### config.mk
export PLATFORM = sky130hd
export DESIGN_NAME = pinmux_bank
export DESIGN_NICKNAME = d
export VERILOG_FILES = /design/src/rtl/pinmux_pkg.sv /design/src/rtl/pinmux_regs.sv /design/src/rtl/pinmux_lane.sv /design/src/rtl/pinmux_bank.sv
export SDC_FILE = /design/constraint.sdc
export NUM_CORES = 1
export LEC_CHECK = 0
export ABC_CLOCK_PERIOD_IN_PS = 4600
export BUFFER_PORTS_ARGS = -buffer_cell sky130_fd_sc_hd__buf_2
export CORE_AREA = 5 5 250 252
export CTS_BUF_LIST = sky130_fd_sc_hd__clkbuf_4 sky130_fd_sc_hd__clkbuf_8
export DETAILED_ROUTE_END_ITERATION = 10
export DIE_AREA = 0 0 255 257
export GPL_TIMING_DRIVEN = 0
export PLACE_DENSITY = 0.52
export SYNTH_ARGS = -nofsm -noshare
export SYNTH_HDL_FRONTEND = slang
export SYNTH_SLANG_ARGS = --single-unit
### constraint.sdc
create_clock -name clk -period 4.6 [get_ports clk]
set_input_delay 0.23 -clock clk [delete_from_list [all_inputs] [get_ports clk]]
set_output_delay 0.23 -clock clk [all_outputs]
set_load 0.005 [all_outputs]
### src/rtl/pinmux_pkg.sv
// Shared constants for the per-pin function multiplexer.
// Assumes byte offsets fit in the address width chosen by the top.
package pinmux_pkg;
    localparam int unsigned OFS_GPIO_EN  = 'h000;  // write 1: pin back to GPIO
    localparam int unsigned OFS_PERI_EN  = 'h004;  // write 1: pin to peripheral
    localparam int unsigned OFS_OWN_STAT = 'h008;  // 1 = GPIO owned
    localparam int unsigned OFS_PU_CLR   = 'h060;
    localparam int unsigned OFS_PU_SET   = 'h064;
    localparam int unsigned OFS_PU_STAT  = 'h068;
    localparam int unsigned OFS_SEL1     = 'h070;  // code bit 0
    localparam int unsigned OFS_SEL2     = 'h074;  // code bit 1
    localparam int unsigned OFS_PD_CLR   = 'h090;
    localparam int unsigned OFS_PD_SET   = 'h094;
    localparam int unsigned OFS_PD_STAT  = 'h098;
    localparam int unsigned OFS_SCHMITT  = 'h100;

    typedef enum logic [1:0] {
        FN_A = 2'd0,
        FN_B = 2'd1,
        FN_C = 2'd2,
        FN_D = 2'd3
    } fn_code_t;
endpackage

### src/rtl/pinmux_regs.sv
// Configuration register file for the pin multiplexer.
// Holds ownership, the two select planes, pull-up/down and Schmitt bits.
// Assumes single-cycle writes; reads are combinational on bus_addr.
module pinmux_regs #(
    parameter int NPINS = 32,
    parameter int AW    = 12
) (
    input  logic             clk,
    input  logic             rst_n,
    input  logic             bus_wr,
    input  logic [AW-1:0]    bus_addr,
    input  logic [NPINS-1:0] bus_wdata,
    output logic [NPINS-1:0] bus_rdata,
    output logic [NPINS-1:0] own_gpio,
    output logic [NPINS-1:0] sel_lo,
    output logic [NPINS-1:0] sel_hi,
    output logic [NPINS-1:0] pu_en,
    output logic [NPINS-1:0] pd_en,
    output logic [NPINS-1:0] st_off
);
    import pinmux_pkg::*;

    localparam logic [NPINS-1:0] ALL_ONES = {NPINS{1'b1}};

    logic [NPINS-1:0] own_q, sel1_q, sel2_q, pu_q, pd_q, st_q;

    // Register updates: set/clear strobes act only on 1 bits
    always_ff @(posedge clk) begin
        if (!rst_n) begin
            own_q  <= ALL_ONES;
            sel1_q <= '0;
            sel2_q <= '0;
            pu_q   <= ALL_ONES;
            pd_q   <= '0;
            st_q   <= '0;
        end else if (bus_wr) begin
            case (bus_addr)
                AW'(OFS_GPIO_EN): own_q  <= own_q | bus_wdata;
                AW'(OFS_PERI_EN): own_q  <= own_q & ~bus_wdata;
                AW'(OFS_PU_CLR):  pu_q   <= pu_q & ~bus_wdata;
                AW'(OFS_PU_SET):  pu_q   <= pu_q | bus_wdata;
                AW'(OFS_SEL1):    sel1_q <= bus_wdata;
                AW'(OFS_SEL2):    sel2_q <= bus_wdata;
                AW'(OFS_PD_CLR):  pd_q   <= pd_q & ~bus_wdata;
                AW'(OFS_PD_SET): begin
                    pd_q <= pd_q | bus_wdata;
                    pu_q <= pu_q & ~bus_wdata;
                end
                AW'(OFS_SCHMITT): st_q   <= bus_wdata;
                default: ;
            endcase
        end
    end

    // Read mux: status and read/write registers, strobes read as zero
    always_comb begin
        case (bus_addr)
            AW'(OFS_OWN_STAT): bus_rdata = own_q;
            AW'(OFS_PU_STAT):  bus_rdata = pu_q;
            AW'(OFS_SEL1):     bus_rdata = sel1_q;
            AW'(OFS_SEL2):     bus_rdata = sel2_q;
            AW'(OFS_PD_STAT):  bus_rdata = pd_q;
            AW'(OFS_SCHMITT):  bus_rdata = st_q;
            default:           bus_rdata = '0;
        endcase
    end

    assign own_gpio = own_q;
    assign sel_lo   = sel1_q;
    assign sel_hi   = sel2_q;
    assign pu_en    = pu_q;
    assign pd_en    = pd_q;
    assign st_off   = st_q;

    // peripheral hand-over clears the written pins
    p_peri_take_r2: assert property (@(posedge clk) disable iff (!rst_n)
        (bus_wr && bus_addr == AW'(OFS_PERI_EN))
        |=> ((own_q & $past(bus_wdata)) == '0));

    // GPIO return sets the written pins
    p_gpio_back_r3: assert property (@(posedge clk) disable iff (!rst_n)
        (bus_wr && bus_addr == AW'(OFS_GPIO_EN))
        |=> ((own_q & $past(bus_wdata)) == $past(bus_wdata)));

    // select plane 1 holds unless written at its offset
    p_sel1_hold_r4: assert property (@(posedge clk) disable iff (!rst_n)
        !(bus_wr && bus_addr == AW'(OFS_SEL1)) |=> $stable(sel1_q));

    // pull-down enable leaves the same pins without pull-up
    p_pd_kills_pu_r8: assert property (@(posedge clk) disable iff (!rst_n)
        (bus_wr && bus_addr == AW'(OFS_PD_SET))
        |=> ((pu_q & $past(bus_wdata)) == '0));

    // Schmitt register holds unless written at its offset
    p_st_hold_r9: assert property (@(posedge clk) disable iff (!rst_n)
        !(bus_wr && bus_addr == AW'(OFS_SCHMITT)) |=> $stable(st_q));
endmodule

### src/rtl/pinmux_lane.sv
// One pad lane: five-way source mux for output value and enable.
// Assumes per_o/per_e are indexed by the 2-bit peripheral code.
module pinmux_lane (
    input  logic       own_gpio,
    input  logic [1:0] code,
    input  logic       gpio_o,
    input  logic       gpio_e,
    input  logic [3:0] per_o,
    input  logic [3:0] per_e,
    output logic       pad_o,
    output logic       pad_e
);
    import pinmux_pkg::*;

    // Source select: GPIO owner first, else peripheral by code
    always_comb begin
        if (own_gpio) begin
            pad_o = gpio_o;
            pad_e = gpio_e;
        end else begin
            case (fn_code_t'(code))
                FN_A:    begin pad_o = per_o[0]; pad_e = per_e[0]; end
                FN_B:    begin pad_o = per_o[1]; pad_e = per_e[1]; end
                FN_C:    begin pad_o = per_o[2]; pad_e = per_e[2]; end
                default: begin pad_o = per_o[3]; pad_e = per_e[3]; end
            endcase
        end
    end
endmodule

### src/rtl/pinmux_bank.sv
// Top of the per-pin function multiplexer for one I/O bank.
// Wires the register file to one mux lane per pin and exposes pad config.
// Assumes NPINS <= 32 words on the register port and AW wide enough for 0x100.
module pinmux_bank #(
    parameter int NPINS = 32,
    parameter int AW    = 12
) (
    input  logic               clk,
    input  logic               rst_n,
    input  logic               bus_wr,
    input  logic [AW-1:0]      bus_addr,
    input  logic [NPINS-1:0]   bus_wdata,
    output logic [NPINS-1:0]   bus_rdata,
    input  logic [NPINS-1:0]   gpio_out,
    input  logic [NPINS-1:0]   gpio_oe,
    input  logic [4*NPINS-1:0] periph_out,
    input  logic [4*NPINS-1:0] periph_oe,
    output logic [NPINS-1:0]   pad_out,
    output logic [NPINS-1:0]   pad_oe,
    output logic [NPINS-1:0]   owner_gpio,
    output logic [2*NPINS-1:0] fn_code,
    output logic [NPINS-1:0]   pull_up,
    output logic [NPINS-1:0]   pull_dn,
    output logic [NPINS-1:0]   schmitt_off
);
    localparam int NFN = 4;

    logic [NPINS-1:0] sel_lo, sel_hi;

    pinmux_regs #(.NPINS(NPINS), .AW(AW)) u_regs (
        .clk       (clk),
        .rst_n     (rst_n),
        .bus_wr    (bus_wr),
        .bus_addr  (bus_addr),
        .bus_wdata (bus_wdata),
        .bus_rdata (bus_rdata),
        .own_gpio  (owner_gpio),
        .sel_lo    (sel_lo),
        .sel_hi    (sel_hi),
        .pu_en     (pull_up),
        .pd_en     (pull_dn),
        .st_off    (schmitt_off)
    );

    for (genvar p = 0; p < NPINS; p++) begin : g_lane
        logic [NFN-1:0] po, pe;
        // Gather this pin's bit from each peripheral plane
        for (genvar f = 0; f < NFN; f++) begin : g_fn
            assign po[f] = periph_out[f*NPINS+p];
            assign pe[f] = periph_oe[f*NPINS+p];
        end
        assign fn_code[2*p+1:2*p] = {sel_hi[p], sel_lo[p]};

        pinmux_lane u_lane (
            .own_gpio (owner_gpio[p]),
            .code     ({sel_hi[p], sel_lo[p]}),
            .gpio_o   (gpio_out[p]),
            .gpio_e   (gpio_oe[p]),
            .per_o    (po),
            .per_e    (pe),
            .pad_o    (pad_out[p]),
            .pad_e    (pad_oe[p])
        );
    end

    // a GPIO-owned pin mirrors the GPIO source at every clock
    p_gpio_path_r6: assert property (@(posedge clk) disable iff (!rst_n)
        ((owner_gpio & (pad_out ^ gpio_out)) == '0));
endmodule

==> results of run 1 <==
## per-layer routing
metal	wire length [µm]	up-vias
li1	-	6090
met1	28200	6805
met5	50	-
met3	6530	74
met4	1540	8
met2	35800	714
## worst max-delay path, stage by stage
cell      delay, ns
buf_2          0.12
nor4_1         0.98
nand3_1        0.61
clkbuf_1       0.65
o22ai_1        0.36
a221o_1        0.17
buf_2          0.14
## cell usage after synthesis, drive strengths merged
master,count
nor3,18
nand3,144
a31oi,2
o22ai,10
clkbuf,68
a22oi,34
o221ai,2
or3b,13
or2,2
nand2b,5
o21ai,144
nor2,7
a22o,4
nor4bb,1
dfxtp,192
o211ai,1
o32a,1
and4bb,1
or4b,2
a221o,13
inv,1
nor4,2
or3,2
and4b,1
a41oi,2
nand4,31
a21oi,30
nand2,85
or4,4
mux2,66
o22a,3
nor2b,31
and3,30
nand4b,1
a211oi,13
nor3b,1
buf,138
mux4,64
and2,2
mux2i,65
a32oi,30
## cell type report
| cell class | count | area (µm²) | area share, % |
|---|---|---|---|
| multi-input combinational | 867 | 6690 | 40.6 |
| sequential | 192 | 3840 | 23.3 |
| timing repair buffer | 662 | 3360 | 20.4 |
| buffer | 206 | 1180 | 7.16 |
| tap | 782 | 978 | 5.93 |
| clock buffer | 19 | 255 | 1.55 |
| clock inverter | 13 | 169 | 1.02 |
| antenna | 2 | 5.00 | 0.0304 |
| inverter | 1 | 3.75 | 0.0228 |
## per-stage QoR
stage	instances	power (mW)	cell area, µm²
3_3_place_gp	2700	2.21	16000
6_report	2744	3.46	16500
2_1_floorplan	1266	1.92	11700
5_1_grt	2743	3.57	16500
3_5_place_dp	2700	2.23	16000
4_1_cts	2742	3.46	16500
## cell families after synthesis
logic type | count (synthesis)
AO/OA/AOI/OAI | 289
AND/OR/NAND/NOR | 383
multiplexers | 195
flip-flops | 192
buffers and inverters | 207
## cells in the final DEF (no fill, tap or decap), types with 3 or more instances in the layout
| master | count |
|---|---|
| dlygate4sd3_1 | 10 |
| nand2b_1 | 5 |
| inv_8 | 3 |
| o21ai_0 | 71 |
| nor2b_1 | 31 |
| a211oi_1 | 13 |
| mux2_2 | 66 |
| clkbuf_1 | 66 |
| o21ai_1 | 73 |
| inv_6 | 4 |
| a22oi_1 | 34 |
| mux2i_1 | 65 |
| nand2_1 | 85 |
| a22o_1 | 4 |
| buf_1 | 13 |
| nor3_1 | 17 |
| buf_2 | 678 |
| buf_4 | 99 |
| o22a_1 | 3 |
| or3b_2 | 13 |
| dfxtp_1 | 192 |
| nor2_1 | 7 |
| mux4_2 | 64 |
| nand4_1 | 31 |
| a32oi_1 | 30 |
| a21oi_1 | 30 |
| o22ai_1 | 10 |
| a221o_1 | 13 |
| nand3_1 | 144 |
| and3_1 | 30 |
| clkbuf_8 | 18 |
## power by group
group          switching (mW)  internal, mW
Sequential           0.000293          1.66
Combinational           0.272         0.264
Clock                   0.734         0.528
Total                    1.01          2.45
## worst paths after layout
path / from / endpoint / slack [ns]
min: bus_wdata[6] / flip-flop / 0.03
min reg2reg: flip-flop / flip-flop / 0.48
max: bus_addr[8] / bus_rdata[27] / 1.09
max reg2reg: flip-flop / flip-flop / 3.64
==> key figures, run 1 <==
STA
  – Post-layout min period: 3.51 ns
  – Final setup vio count: 0
  – Worst Setup Slack, final: 1.09 ns
  – RSZ-0062 raised after global routing: no
  – Final sum of negative setup slack: 0 ns
  – Setup clock skew after layout: 0 ns
  – Share of the clock period used by the worst path after layout: 76.3%
  – Total count of hold-check failures in the final report: 0
  – Slew of the pin with the lowest slew margin: 1.49 ns
  – Maximum achievable frequency: 285 MHz
  – Slew Limit Fails: 0
  – Worst hold slack: 0.0341 ns
  – Max-slew headroom at the worst pin: 0.494%

Placed design
  – DPL Wire Length: 58,000 µm
  – Placement Setup Slack: 1.22 ns
  – Final RePlAce weighted congestion: 0.880
  – Port buffer count: 652

CTS
  – Clk_lat worst skew: 0.49 ns
  – Quantity of gates resized following cts: 0
  – Cell chosen for the clock root: clkbuf_8
  – Buffer depth of the longest clock path: 2
  – CTS tree: done
  – Number of buffers added for setup after CTS: 0
  – H-tree depth: 4
  – Number of buffers created by CTS: 17
  – Clock-pin slew on the worst setup and hold paths: 0.10 ns
  – Post-CTS Hold Buffers: 10
  – Number of sinks driven by the clock tree: 192

Synthesis
  – Fraction of post-synthesis cell area in the top cell type by area: 32.8%
  – Simple-gate share of the synthesized area: 17.5%
  – Number of different library cells in the post-synthesis netlist: 48
  – Proportion of synthesized chip area in sequential cells: 32.8%
  – Number of instances in the synthesized netlist: 1,266
  – Area fraction in compound gates after synthesis: 15.4%
  – Leading post-synthesis cells by cell area: dfxtp_1, mux4_2, buf_4
  – Adder-cell share of the synthesized area: 0%
  – Synth Area per Inst: 9.26 µm²
  – Post-synthesis instance area: 11,700 µm²
  – Multiplexer share of the synthesized area: 24.2%
  – Register bit total from synthesis: 192
  – XOR/XNOR share of the synthesized area: 0%
  – Mapped Nets: 1,633
  – Yosys warning total: 0
  – Cell taking the most area after synthesis: dfxtp_1
  – Dominant combinational cell family by area after synthesis: multiplexers

Route
  – Count of routing violations after the opening detailed-route iteration: 1,129
  – Detailed-routing iteration count for the pre-antenna-repair pass: 5
  – Post-detailed-route DRC marker count: 0
  – Vias per cell: 4.99
  – Total via count after detailed routing: 13,700
  – WL final: 72,200 µm
  – Average wire length per cell after detail routing: 26.3 µm
  – Routed Antenna Nets: 0

Setup path
  – Cell count of the worst reg-to-reg path: 2
  – Maximum fanout count along the critical path: 10
  – Classification of the worst setup path: primary input to output pin
  – Critical Path Source Type: primary input
  – Data required time at the worst endpoint: 4.37 ns
  – Signal arrival time at the worst endpoint: 3.28 ns
  – Type of destination of the critical path: output pin

Global routing
  – Global Route met2 Usage: 36.2%
  – Aggregate global-route resource usage: 20.7%
  – Initial antenna violation count: 8
  – Top Usage Layer GRT: met2
  – Maximum number of pins on one net before global-route repair: 19
  – Overall overflow remaining after global route: 0
  – M3 GR Usage: 5.23%
  – Via count of the first global-routing pass: 13,900
  – Wire length of the first global-routing pass: 99,200 µm
  – GRT met1 Usage: 25.4%

Power and ir drop
  – PwrDens: 210 nW/µm²
  – P_leak: 7.18 nW
  – Worst vdd rail ir drop: 0.182 mV

Cells and area
  – Post-layout nets: 2,314
  – Number of fill cells in the layout: 6,554
  – Layout cell share with drive strength beyond 1: 49.1%
  – Final Util: 27.5%
  – Post-synthesis to final-layout area growth: 40.7%

Floorplan
  – Die span in y: 257 µm
  – Count of standard-cell rows: 90
  – Width of the die: 255 µm
  – I/O pin count: 655
  – Die outline area: 65,500 µm²
  – Core area: 59,900 µm²
  – Starting density of the core: 19.6%

Flow run
  – Max-cap violations: 1

Run status
  – Status: finished with violations
  – Violated checks: capacitance limit

Min path
  – Worst hold path type: primary input to flip-flop
  – Worst hold stages: 2
No activity file was read; power rests on OpenSTA's default activity.
==> inputs of run 2 (changes only) <==
- ABC_CLOCK_PERIOD_IN_PS: 4600 -> 3000
- CORE_AREA: 5 5 250 252 -> 5 5 252 254
- DIE_AREA: 0 0 255 257 -> 0 0 257 259
- PLACE_DENSITY: 0.52 -> 0.53
- clock period: 4.6 -> 3 ns (I/O delays scaled with it)
==> key figures, run 2 (same netlist as run 1, synthesis figures left out) <==
Run status
  – Status: finished, final reports clean (was finished with violations)

STA
  – Slew of the pin with the lowest slew margin: 1.33 ns (was 1.49 ns)
  – Worst Setup Slack, final: 0.0983 ns (was 1.09 ns)
  – Post-layout min period: 2.90 ns
  – RSZ-0062 raised after global routing: no (unchanged)
  – Final setup vio count: 0 (unchanged)
  – Share of the clock period used by the worst path after layout: 96.7%
  – Max-slew headroom at the worst pin: 11.1% (was 0.494%)
  – Setup clock skew after layout: 0 ns (unchanged)
  – Total count of hold-check failures in the final report: 0 (unchanged)
  – Slew Limit Fails: 0 (unchanged)
  – Maximum achievable frequency: 345 MHz

Cells and area
  – Final std cells w/o fill: 2,774 (was 2,744)
  – Post-layout nets: 2,336 (was 2,314)
  – FF/Latch Area: 3840 µm² (unchanged)
  – Final Util: 27.5% (about the same)
  – Most used cells in the layout excluding fill and tap cells: buf_2, dfxtp_1, nand3_1 (unchanged)
  – Number of fill cells in the layout: 6,686 (was 6,554)
  – Multi-input logic area: 6720 µm² (was 6690 µm²)
  – Layout cell share with drive strength beyond 1: 48.8% (was 49.1%)
  – Post-synthesis to final-layout area growth: 43.0% (was 40.7%)
  – Commonest non-fill, non-tap cell in the layout: buf_2 (unchanged)

Min path
  – Hold path start: rst_n (was bus_wdata[6])
  – Worst hold path type: primary input to flip-flop (unchanged)
  – Worst hold stages: 3 (was 2)

Route
  – Vias per cell: 5.06 (was 4.99)
  – Detailed-routing iteration count for the pre-antenna-repair pass: 7 (was 5)
  – Routed Antenna Nets: 0 (unchanged)
  – Count of routing violations after the opening detailed-route iteration: 1,248 (was 1,129)
  – Average wire length per cell after detail routing: 26.3 µm (about the same)
  – Post-detailed-route DRC marker count: 0 (unchanged)
  – WL final: 73,100 µm (was 72,200 µm)
  – Total via count after detailed routing: 14,000 (was 13,700)

Flow run
  – Max-cap violations: 0 (was 1)

Placed design
  – Port buffer count: 652 (unchanged)
  – Final RePlAce weighted congestion: 0.887 (was 0.880)
  – DPL Wire Length: 58,900 µm (was 58,000 µm)
  – Placement Setup Slack: -0.402 ns (was 1.22 ns)
  – Number of placed cells counting well taps: 2,708 (was 2,700)

CTS
  – Buffer depth of the longest clock path: 2 (unchanged)
  – H-tree depth: 4 (unchanged)
  – Cell chosen for the clock root: clkbuf_8 (unchanged)
  – Number of sinks driven by the clock tree: 192 (unchanged)
  – Clk_lat worst skew: 0.49 ns (about the same)
  – CTS tree: done (unchanged)
  – Number of buffers added for setup after CTS: 0 (unchanged)
  – Clock-pin slew on the worst setup and hold paths: 0.11 ns (was 0.10 ns)
  – Number of buffers created by CTS: 17 (unchanged)

Setup path
  – Signal arrival time at the worst endpoint: 2.75 ns (was 3.28 ns)
  – Maximum fanout count along the critical path: 10 (unchanged)
  – Data required time at the worst endpoint: 2.85 ns (was 4.37 ns)
  – Cell count of the worst reg-to-reg path: 2 (unchanged)
  – Type of destination of the critical path: output pin (unchanged)
  – Critical path startpoint: bus_addr[8] (unchanged)
  – Classification of the worst setup path: primary input to output pin (unchanged)
  – Critical Path Source Type: primary input (unchanged)

Floorplan
  – Width of the die: 257 µm (was 255 µm)
  – I/O pin count: 655 (unchanged)
  – Die outline area: 66,600 µm² (was 65,500 µm²)
  – Starting density of the core: 19.2% (was 19.6%)
  – Count of standard-cell rows: 91 (was 90)
  – Die span in y: 259 µm (was 257 µm)
  – Core area: 61,000 µm² (was 59,900 µm²)

Global routing
  – Initial antenna violation count: 6 (was 8)
  – Aggregate global-route resource usage: 20.6% (was 20.7%)
  – Overall overflow remaining after global route: 0 (unchanged)
  – Via count of the first global-routing pass: 14,000 (was 13,900)
  – Maximum number of pins on one net before global-route repair: 19 (unchanged)
  – Wire length of the first global-routing pass: 101,000 µm (was 99,200 µm)

Power and ir drop
  – Total Power Consumption: 5.39 mW (was 3.46 mW)
  – PwrDens: 321 nW/µm² (was 210 nW/µm²)
  – P_leak: 7.31 nW (was 7.18 nW)
  – Worst vdd rail ir drop: 0.324 mV (was 0.182 mV)
-- run 2: changes by cell type in the layout (fill, tap and decap cells not counted), sizes merged --
cell | previous run | this run
dlygate4sd3 | 10 | 32
clkinvlp | 2 | 0
inv | 8 | 10
clkbuf | 87 | 85
clkinv | 2 | 3
bufinv | 2 | 3
-- run 2: layer usage --
metal  vias to the layer above  GRT usage, %  routed length (µm)
li1                       6135             -                   -
met1                      6928          24.6               28100
met2                       857          36.1               36000
met3                       101          5.96                6750
met4                         6          5.88                2130
met5                         -             0                  40
-- run 2: final cells by class --
cell class / count / area share, %
Clock buffer: 17 / 1.40
Timing Repair Buffer: 684 / 21.4
Buffer: 206 / 7.07
Sequential cell: 192 / 22.9
Antenna cell: 2 / 0.0299
Inverter: 1 / 0.0224
Tap cell: 790 / 5.90
Clock inverter: 15 / 1.16
Multi-Input combinational cell: 867 / 40.1
-- run 2: report_power, final --
group | switching [mW] | total (mW) | internal (mW) | leakage (nW)
Clock | 1.13 | 1.99 | 0.857 | 0.222
Combinational | 0.426 | 0.850 | 0.424 | 5.54
Sequential | 0.000466 | 2.55 | 2.55 | 1.55
-- run 2: path summary, 6_finish.rpt --
| path | to | slack (ns) |
|---|---|---|
| max reg2reg | flip-flop | 2.03 |
| max | bus_rdata[0] | 0.1 |
| min reg2reg | flip-flop | 0.48 |
| min | flip-flop | 0.19 |
-- run 2: critical path, stage by stage --
cell and delay (ns):
buf_2 0.13, or4_4 0.58, buf_2 0.26, nor3_2 0.47, buf_2 0.53, a22oi_1 0.18, o21ai_0 0.22, buf_2 0.23
-- run 2: what timing repair did --
action / in CTS / in global routing
hold buffers: 32 / 0
pin swaps: 0 / 0
endpoints found under the hold margin: 107 / 0
resized for setup: 5 / 2
endpoints found under the setup margin: 22 / 7
-- run 2: through the flow --
step                hold slack [ns]  TNS, ns  area (µm²)
global route                  0.243        0       16800
floorplan                     0.254        0       11700
global placement              0.433    -8.90       16000
detailed placement            0.436   -11.56       16000
finish                        0.187        0       16800
CTS                           0.196        0       16700
==> inputs of run 3 (changes only) <==
- CORE_AREA: 5 5 252 254 -> 2 2 256 258
- DIE_AREA: 0 0 257 259 -> 0 0 258 260
- PLACE_DENSITY: 0.53 -> 0.51
==> key figures, run 3 (same netlist as run 1, synthesis figures left out) <==
Floorplan
  – Starting density of the core: 18.3% (was 19.2%)
  – Core area: 64,100 µm² (was 61,000 µm²)
  – Count of standard-cell rows: 93 (was 91)
  – Die span in y: 260 µm (was 259 µm)
  – Die outline area: 67,100 µm² (was 66,600 µm²)
  – I/O pin count: 655 (unchanged)
  – Width of the die: 258 µm (was 257 µm)

CTS
  – Number of buffers created by CTS: 17 (unchanged)
  – Cell chosen for the clock root: clkbuf_8 (unchanged)
  – CTS tree: done (unchanged)
  – Number of sinks driven by the clock tree: 192 (unchanged)
  – Clk_lat worst skew: 0.49 ns (about the same)
  – Clock-pin slew on the worst setup and hold paths: 0.12 ns (was 0.11 ns)
  – H-tree depth: 4 (unchanged)
  – Number of buffers added for setup after CTS: 0 (unchanged)
  – Buffer depth of the longest clock path: 2 (unchanged)

Cells and area
  – FF/Latch Area: 3840 µm² (unchanged)
  – Multi-input logic area: 6700 µm² (was 6720 µm²)
  – Number of fill cells in the layout: 6,981 (was 6,686)
  – Layout cell share with drive strength beyond 1: 48.8% (unchanged)
  – Final std cells w/o fill: 2,841 (was 2,774)
  – Post-synthesis to final-layout area growth: 43.2% (was 43.0%)
  – Most used cells in the layout excluding fill and tap cells: buf_2, dfxtp_1, nand3_1 (unchanged)
  – Commonest non-fill, non-tap cell in the layout: buf_2 (unchanged)
  – Post-layout nets: 2,336 (unchanged)

Setup path
  – Critical path startpoint: bus_addr[2] (was bus_addr[8])
  – Flop-to-flop setup slack: 2.03 ns (about the same)
  – Type of destination of the critical path: output pin (unchanged)
  – Capture point of the worst path: bus_rdata[8] (was bus_rdata[0])
  – Critical Path Source Type: primary input (unchanged)
  – Data required time at the worst endpoint: 2.85 ns (about the same)
  – Classification of the worst setup path: primary input to output pin (unchanged)
  – Cell count of the worst reg-to-reg path: 2 (unchanged)
  – Signal arrival time at the worst endpoint: 2.84 ns (was 2.75 ns)
  – Maximum fanout count along the critical path: 10 (unchanged)

Power and ir drop
  – P_leak: 7.27 nW (was 7.31 nW)
  – Total Power Consumption: 5.24 mW (was 5.39 mW)
  – PwrDens: 312 nW/µm² (was 321 nW/µm²)
  – Worst vdd rail ir drop: 0.240 mV (was 0.324 mV)

Flow run
  – Max-cap violations: 0 (unchanged)

Global routing
  – Initial antenna violation count: 8 (was 6)
  – Top Usage Layer GRT: met2 (unchanged)
  – Global Route met2 Usage: 35.9% (was 36.1%)
  – Wire length of the first global-routing pass: 101,000 µm (about the same)
  – GRT met1 Usage: 24.7% (was 24.6%)
  – M3 GR Usage: 5.30% (was 5.96%)
  – Aggregate global-route resource usage: 20.8% (was 20.6%)
  – Maximum number of pins on one net before global-route repair: 18 (was 19)
  – Overall overflow remaining after global route: 0 (unchanged)
  – Via count of the first global-routing pass: 13,900 (was 14,000)

STA
  – Max-slew headroom at the worst pin: 3.62% (was 11.1%)
  – Slew of the pin with the lowest slew margin: 1.45 ns (was 1.33 ns)
  – Post-layout min period: 2.99 ns (was 2.90 ns)
  – Final sum of negative setup slack: 0 ns (unchanged)
  – Worst hold slack: 0.239 ns (was 0.187 ns)
  – Maximum achievable frequency: 334 MHz (was 345 MHz)
  – RSZ-0062 raised after global routing: no (unchanged)
  – Setup clock skew after layout: 0 ns (unchanged)
  – Total count of hold-check failures in the final report: 0 (unchanged)
  – Share of the clock period used by the worst path after layout: 99.7% (was 96.7%)
  – Final setup vio count: 0 (unchanged)
  – Slew Limit Fails: 0 (unchanged)

Route
  – Detailed-routing iteration count for the pre-antenna-repair pass: 6 (was 7)
  – Routed Antenna Nets: 0 (unchanged)
  – WL final: 73,100 µm (about the same)
  – Post-detailed-route DRC marker count: 0 (unchanged)
  – Count of routing violations after the opening detailed-route iteration: 1,114 (was 1,248)
  – Average wire length per cell after detail routing: 25.7 µm (was 26.3 µm)
  – Vias per cell: 4.91 (was 5.06)
  – Total via count after detailed routing: 13,900 (was 14,000)

Min path
  – Worst hold path type: primary input to flip-flop (unchanged)

Run status
  – Status: finished, final reports clean (unchanged)

Placed design
  – Number of placed cells counting well taps: 2,773 (was 2,708)
  – Port buffer count: 652 (unchanged)
  – DPL Wire Length: 58,400 µm (was 58,900 µm)
  – Final RePlAce weighted congestion: 0.885 (was 0.887)
-- run 3: changes by cell type in the layout (fill, tap and decap cells not counted) --
cell,before,now
clkbuf_4,0,3
bufinv_16,3,1
clkinvlp_4,0,2
diode_2,2,4
inv_8,3,1
buf_2,678,677
clkbuf_8,17,18
clkinv_2,2,1
nor3b_2,0,1
nor3b_4,1,0
nor4_2,1,2
nor4_4,1,0
-- run 3: critical path, stage by stage --
cell      delay, ns
clkbuf_1       0.21
or4b_1         0.70
buf_2          0.31
nor3b_2        0.60
clkbuf_4       0.48
nand2_1        0.11
o211ai_1       0.10
buf_2          0.18
-- run 3: metrics by stage --
step                      setup slack [ns]  utilization, %  cell area [µm²]
after floorplan                       1.18               -            11700
after detailed placement            -0.336            25.0            16100
after CTS                          0.00507            26.2            16800
final                               0.0100            26.2            16800
after global placement              -0.314            25.0            16100
after global routing                0.0371            26.2            16800
-- run 3: area by class of cell --
type / instances / share of cell area [%]
Timing Repair Buffer: 684 / 21.3
Tap cell: 855 / 6.37
Clock inverter: 12 / 0.731
Multi-Input combinational cell: 867 / 39.9
Buffer: 206 / 7.07
Sequential cell: 192 / 22.9
Inverter: 1 / 0.0224
Clock buffer: 20 / 1.57
Antenna cell: 4 / 0.0596
-- run 3: worst min path at each step --
stage / start / to / slack (ns) / cells past startpoint
floorplan: bus_wdata[29] / flip-flop / 0.25 / 1
global route: rst_n / flip-flop / 0.26 / 3
detailed placement: bus_wdata[29] / flip-flop / 0.42 / 2
CTS: rst_n / flip-flop / 0.22 / 3
global placement: bus_wdata[29] / flip-flop / 0.42 / 2
finish: rst_n / flip-flop / 0.24 / 3
-- run 3: where the power goes --
part / switching [mW] / internal, mW
clock network: 1.11 / 0.722
registers: 0.000459 / 2.55
logic: 0.437 / 0.424
total: 1.55 / 3.69
-- run 3: metal layers --
metal / wire, µm / up-vias / share of wire, %
met4: 2740 / 6 / 3.7
met2: 35400 / 745 / 48
li1: - / 6143 / -
met3: 5910 / 133 / 8.1
met1: 29000 / 6911 / 40
met5: 32 / - / 0.044
-- run 3: timing repair --
item                                    CTS  global route
endpoints found under the setup margin   28            10
cloned                                    0             0
endpoints found under the hold margin    71             0
hold buffers                             32             0
resized for setup                         5             4
